==> src/rtl/cps_pkg.sv <==
package cps_pkg;
  typedef enum logic [1:0] {
    ST_OFF    = 2'd0,
    ST_SETTLE = 2'd1,
    ST_RAMP   = 2'd2,
    ST_ON     = 2'd3
  } cps_state_e;
endpackage

==> src/rtl/cps_sync.sv <==
module cps_sync #(
  parameter int unsigned WIDTH  = 8,
  parameter int unsigned STAGES = 2
) (
  input  logic             clk,
  input  logic             rst,
  input  logic [WIDTH-1:0] d,
  output logic [WIDTH-1:0] q
);
  logic [WIDTH-1:0] stg [STAGES];

  for (genvar i = 0; i < STAGES; i++) begin : g_stage
    always_ff @(posedge clk) begin
      if (rst) stg[i] <= '0;
      else if (i == 0) stg[i] <= d;
      else stg[i] <= stg[(i == 0) ? 0 : i-1];
    end
  end

  assign q = stg[STAGES-1];
endmodule

==> src/rtl/cps_timer.sv <==
module cps_timer #(
  parameter int unsigned LIMIT = 16
) (
  input  logic clk,
  input  logic rst,
  input  logic clr,
  input  logic run,
  output logic done
);
  localparam int unsigned CW = (LIMIT > 1) ? $clog2(LIMIT) : 1;

  logic [CW-1:0] cnt;

  assign done = run && (cnt == CW'(LIMIT-1));

  always_ff @(posedge clk) begin
    if (rst || clr) cnt <= '0;
    else if (run) cnt <= done ? '0 : cnt + 1'b1;
  end


  cnt_range_chk: assert property (@(posedge clk) disable iff (rst)
    cnt <= CW'(LIMIT-1));
endmodule

==> src/rtl/cps_ramp.sv <==
module cps_ramp #(
  parameter int unsigned CODE_W   = 6,
  parameter int unsigned STEP_CYC = 4
) (
  input  logic              clk,
  input  logic              rst,
  input  logic              clr,
  input  logic              run,
  output logic [CODE_W-1:0] code,
  output logic              full
);
  localparam int unsigned MAXC = (1 << CODE_W) - 1;
  localparam int unsigned SW   = (STEP_CYC > 1) ? $clog2(STEP_CYC) : 1;

  logic [SW-1:0] step;
  logic          tick;

  assign tick = run && (step == SW'(STEP_CYC-1));
  assign full = tick && (code == CODE_W'(MAXC-1));

  always_ff @(posedge clk) begin
    if (rst || clr) begin
      step <= '0;
      code <= '0;
    end else if (run) begin
      step <= tick ? '0 : step + 1'b1;
      if (tick && code != CODE_W'(MAXC)) code <= code + 1'b1;
    end
  end


  ramp_mono_chk: assert property (@(posedge clk) disable iff (rst)
    !clr |=> (code >= $past(code)) && (code - $past(code) <= 1));
endmodule

==> src/rtl/chg_path_seq.sv <==
module chg_path_seq
  import cps_pkg::*;
#(
  parameter int unsigned SETTLE_CYC  = 1000000,
  parameter int unsigned RAMP_W      = 6,
  parameter int unsigned STEP_CYC    = 2000,
  parameter int unsigned SYNC_STAGES = 2
) (
  input  logic              clk,
  input  logic              rst,
  input  logic              por_req,
  input  logic              disable_req,
  input  logic              vin_ov,
  input  logic              batt_ov,
  input  logic              over_cur,
  input  logic              temp_hot,
  input  logic              temp_cool,
  input  logic              latch_off,
  output logic              gate_on,
  output logic              fast_off,
  output logic [RAMP_W-1:0] ramp_code,
  output logic              warn_n
);
  localparam int unsigned NIN = 8;

  logic [NIN-1:0] raw_in, syn;
  logic por_s, en_s, ov_s, bovp_s, ocp_s, hot_s, cool_s, lock_s;

  assign raw_in = {latch_off, temp_cool, temp_hot, over_cur,
                   batt_ov, vin_ov, disable_req, por_req};

  cps_sync #(.WIDTH(NIN), .STAGES(SYNC_STAGES)) u_sync (
    .clk(clk), .rst(rst), .d(raw_in), .q(syn)
  );

  assign {lock_s, cool_s, hot_s, ocp_s, bovp_s, ov_s, en_s, por_s} = syn;

  cps_state_e state_q, state_d;
  logic hot_q, hot_d, lock_q, lock_d;
  logic fault_any, blocked, settle_done, ramp_full;

  always_comb begin
    if (por_s)       hot_d = 1'b0;
    else if (hot_s)  hot_d = 1'b1;
    else if (cool_s) hot_d = 1'b0;
    else             hot_d = hot_q;

    if (por_s || en_s) lock_d = 1'b0;
    else if (lock_s)   lock_d = 1'b1;
    else               lock_d = lock_q;

    fault_any = ov_s | bovp_s | ocp_s | hot_d | lock_d;
    blocked   = por_s | en_s | fault_any;

    state_d = state_q;
    if (blocked) state_d = ST_OFF;
    else begin
      case (state_q)
        ST_OFF:    state_d = ST_SETTLE;
        ST_SETTLE: if (settle_done) state_d = ST_RAMP;
        ST_RAMP:   if (ramp_full) state_d = ST_ON;
        default:   state_d = ST_ON;
      endcase
    end
  end

  cps_timer #(.LIMIT(SETTLE_CYC)) u_settle (
    .clk(clk), .rst(rst),
    .clr(blocked || state_q != ST_SETTLE),
    .run(state_q == ST_SETTLE),
    .done(settle_done)
  );

  cps_ramp #(.CODE_W(RAMP_W), .STEP_CYC(STEP_CYC)) u_ramp (
    .clk(clk), .rst(rst),
    .clr(blocked || !(state_q == ST_RAMP || state_q == ST_ON)),
    .run(state_q == ST_RAMP),
    .code(ramp_code),
    .full(ramp_full)
  );

  always_ff @(posedge clk) begin
    if (rst) begin
      state_q  <= ST_OFF;
      hot_q    <= 1'b0;
      lock_q   <= 1'b0;
      gate_on  <= 1'b0;
      fast_off <= 1'b0;
      warn_n   <= 1'b1;
    end else begin
      state_q  <= state_d;
      hot_q    <= hot_d;
      lock_q   <= lock_d;
      gate_on  <= (state_d == ST_RAMP) || (state_d == ST_ON);
      fast_off <= !por_s && !en_s && ov_s;
      warn_n   <= !(!por_s && !en_s && fault_any);
    end
  end


  por_off_chk: assert property (@(posedge clk) disable iff (rst)
    por_s |=> !gate_on && warn_n && !fast_off);


  ov_fast_chk: assert property (@(posedge clk) disable iff (rst)
    (ov_s && !por_s && !en_s) |=> !gate_on && fast_off);


  ramp_start_chk: assert property (@(posedge clk) disable iff (rst)
    $rose(gate_on) |-> ramp_code == '0);


  slow_off_chk: assert property (@(posedge clk) disable iff (rst)
    ((bovp_s || ocp_s) && !ov_s && !por_s && !en_s) |=> !gate_on && !fast_off && !warn_n);


  disable_chk: assert property (@(posedge clk) disable iff (rst)
    (en_s && !por_s) |=> !gate_on && warn_n && !fast_off);
endmodule

==> config.mk <==
export PLATFORM = sky130hd
export DESIGN_NAME = chg_path_seq
export DESIGN_NICKNAME = d
export VERILOG_FILES = /design/src/rtl/cps_pkg.sv /design/src/rtl/cps_sync.sv /design/src/rtl/cps_timer.sv /design/src/rtl/cps_ramp.sv /design/src/rtl/chg_path_seq.sv
export SDC_FILE = /design/constraint.sdc
export NUM_CORES = 1
export LEC_CHECK = 0
export ABC_CLOCK_PERIOD_IN_PS = 2500
export BUFFER_PORTS_ARGS = -buffer_cell sky130_fd_sc_hd__buf_4
export CORE_MARGIN = 4
export CORE_UTILIZATION = 45
export CTS_BUF_LIST = sky130_fd_sc_hd__clkbuf_16
export DETAILED_ROUTE_END_ITERATION = 10
export PLACE_DENSITY_LB_ADDON = 0.2
export SETUP_SLACK_MARGIN = 0.15
export SLEW_MARGIN = 20
export SYNTH_ARGS = -nofsm -noshare
export SYNTH_HDL_FRONTEND = slang
export SYNTH_SLANG_ARGS = --single-unit
==> constraint.sdc <==
create_clock -name clk -period 2.5 [get_ports clk]
set_input_delay 0.25 -clock clk [delete_from_list [all_inputs] [get_ports clk]]
set_output_delay 0.25 -clock clk [all_outputs]
set_load 0.02 [all_outputs]
==> summary.txt <==
status = completed
Mapped Cells = 252
Hold-fix buffers, CTS = 0
Clk Latency, worst-skew pair = 0.32 ns
R2R Path End = u_settle.cnt[11]$_SDFFE_PP0N_
Die ar. = 0.00671 mm^2
PnR worst setup slack = 0.497 ns
first-pass GRT wire length = 7340 um
Resize count post-CTS = 0
CP top delay family = simple AND/OR/NAND/NOR gates
Ant. Diodes = 0
worst path required time = 2.70 ns
clock buffer depth = 2
Post-Syn Nets = 266
Netlist Area Pre-Place = 0.00246 mm^2
FF+latch count, synth = 60
post-route ant nets = 0
crit-path max cell delay = 0.43 ns
H-tree levels = 3
initial antenna violation count = 0
clk sinks = 60
Layout Cells excl Fill = 352
cell row count = 26
All-Layer GR Usage = 0.145
Synth area leaders = dfxtp_1 49%, xor2_1 5.7%, xnor2_1 4.6%
most frequent cell after synthesis = dfxtp_1
HPWL after DPL = 2670 um
worst-path fanout max = 20
Post-Place Setup Slack = 0.490 ns
clock buffer count from CTS = 9
Clock transition at path regs = 0.06 ns
Final Power = 2.27 mW
Pleak = 1.01 nW
critical path type = reg -> reg
Final Critical Period = 2.00 ns
share of cells above drive strength 1 = 0.248
Initial Util = 0.472
buffers and inverters on the worst path = 0
clock skew = 0.00785 ns
die width = 81.9 um
WP depth = 6
Reg-to-Reg Start = u_settle.cnt[0]$_SDFFE_PP0N_
Pre-antenna DRT Iters = 4
Area growth syn-to-layout = 20.4%
area of placed instances = 0.00266 mm^2
Slew Viols, Final = 0
switch share = 0.215
core area = 0.00520 mm^2
crit start category = register
setup tns final = 0 ns
R2R depth = 6
Worst Hold Launch = vin_ov
WL/cell = 11.2 um
WP data arrival = 2.20 ns
Post-synth EDFFs = 0
Tightest Pin Transition = 0.537 ns
critical-path cell list = ha_1 -> and4_1 -> nand4_1 -> nor4_2 -> or4b_4 -> nor2_2
worst hold endpoint = u_sync.stg[0][2]$_SDFF_PP0_
Synth area leader = dfxtp_1
maximum vdd drop = 0.594 mV
Final #Nets = 291
Seq pwr share = 0.431
Net Sw Power = 489 uW
Critical-path top delay cell = or4b_4
Final Routed Wirelength = 3950 um
total I/O pin count = 19
initial DRC count = 83
cell area power density = 768 mW/mm^2
die height = 81.9 um
DR vias = 1,708
Unique masters post-synth = 40
pin count of the biggest net entering global routing = 21
Seq/Total Area, Yosys = 0.489
Avg Cell Area, Syn = 9.76 um^2
asr flop ratio synth = 0
hold path depth = 2
Placer Congestion = 0.731
port bufs = 18
Fin. Hold Viols = 0
routed vias/inst = 4.85
Int Pwr = 1.79 mW
Clock power frac = 0.547
relative slew slack = 0.639
RSZ-0062 raised after global routing = false
Max Freq = 499 MHz
Hold Crit Class = in -> reg
Combinational Power Share = 0.022
Yosys warning total = 0
Design Area, Final = 0.00296 mm^2
Synth top area share = 0.489
r2r setup slk = 0.50 ns
Max-cap violations = 0
GRT overflow = 0
dominant synthesized flop cell = dfxtp_1
setup bufs post-CTS = 0
commonest cells in the netlist = 60 x dfxtp_1, 25 x nor2_1, 18 x nor2_2, 17 x nand2_1, 16 x xor2_1
CTS tree = done
DP Cell Count = 336
CTS Root Cell = clkbuf_16
detailed-route DRC error count = 0
vias in the first global route = 1,662
# setup viols final = 0
fin crit share = 0.801
Crit. End Element = register
[worst register-to-register path, delay by kind of cell, from the launching register on]
family | cells | cell delay, ns
DFF | 1 | 0.36
adders and majority gates | 1 | 0.27
and+or+nand+nor | 5 | 1.26
[registers in the layout, summed over array words and instances (netlist names)]
register	cells
lock_q	1
hot_q	1
u_settle.cnt	20
u_ramp.code	6
u_sync.stg	16
gate_on	1
warn_n	1
state_q	2
fast_off	1
u_ramp.step	11
[cell type report]
type	count	area (um^2)
clock buffers	9	225
clock inverters	7	80.1
fillers	493	2240
inverters	4	15.0
multi-input cells	182	1200
flip-flops and latches	60	1200
well taps	70	87.6
repair buffers	20	150
[cell families (layout without fill, tap and decap cells)]
group                    count (synthesis)  in the layout  synth area share
adder cells (fa/ha/maj)                  4              4            0.0204
buffers and inverters                   10             40            0.0229
XOR/XNOR                                29             29             0.103
AO/OA/AOI/OAI                            8              8            0.0204
AND/OR/NAND/NOR                        140            140             0.340
flip-flops                              60             60             0.489
multiplexers                             1              1           0.00407
[power groups by stage]
stage	Clock (mW)	Combinational [mW]	Sequential, mW
floorplan	0	0.0320	1.00
global placement	0	0.0511	1.00
detailed placement	0	0.0516	1.00
CTS	1.27	0.0518	0.981
global route	1.33	0.0564	0.982
finish	1.24	0.0508	0.981
[placed cells by master (no fill, tap or decap), types with 2 or more instances in the layout]
| master | n |
|---|---|
| inv_6 | 4 |
| and4b_1 | 2 |
| and2b_1 | 3 |
| nor2_2 | 18 |
| and2b_2 | 4 |
| or2_2 | 2 |
| nor2b_1 | 12 |
| nand3_1 | 15 |
| a211oi_1 | 2 |
| xnor2_1 | 13 |
| nand3b_1 | 5 |
| buf_4 | 20 |
| ha_1 | 4 |
| nor3_1 | 8 |
| nor2_1 | 25 |
| clkbuf_16 | 9 |
| nand4_1 | 7 |
| dfxtp_1 | 60 |
| and2_1 | 2 |
| and4_1 | 3 |
| nand2_1 | 17 |
| inv_1 | 4 |
| and3_1 | 2 |
| or3b_2 | 2 |
| xor2_1 | 16 |
| nor4_2 | 3 |
| a21oi_1 | 4 |
| clkinvlp_4 | 2 |
[per-layer routing]
layer,part of all wire,vias to the layer above,GRT usage
li1,-,897,-
met1,0.49,777,0.182
met2,0.44,26,0.213
met3,0.053,8,0.0669
met4,0.019,0,0.0598
met5,0,-,0
[how the worst max path moves through the flow]
stage	endpoint	slack (ns)	from
floorplan	u_settle.cnt[8]$_SDFFE_PP0N_	0.77	u_settle.cnt[0]$_SDFFE_PP0N_
global route	u_settle.cnt[11]$_SDFFE_PP0N_	0.30	u_settle.cnt[0]$_SDFFE_PP0N_
global placement	u_settle.cnt[9]$_SDFFE_PP0N_	0.56	u_settle.cnt[0]$_SDFFE_PP0N_
finish	u_settle.cnt[11]$_SDFFE_PP0N_	0.50	u_settle.cnt[0]$_SDFFE_PP0N_
CTS	u_settle.cnt[11]$_SDFFE_PP0N_	0.47	u_settle.cnt[0]$_SDFFE_PP0N_
detailed placement	u_settle.cnt[11]$_SDFFE_PP0N_	0.49	u_settle.cnt[0]$_SDFFE_PP0N_
[metrics by stage]
stage | hold WS [ns] | utilization
floorplan | 0.338 | -
global placement | 0.418 | 0.510
detailed placement | 0.423 | 0.510
CTS | 0.115 | 0.569
global route | 0.118 | 0.569
finish | 0.128 | 0.569
No activity file was read; power rests on OpenSTA's default activity.
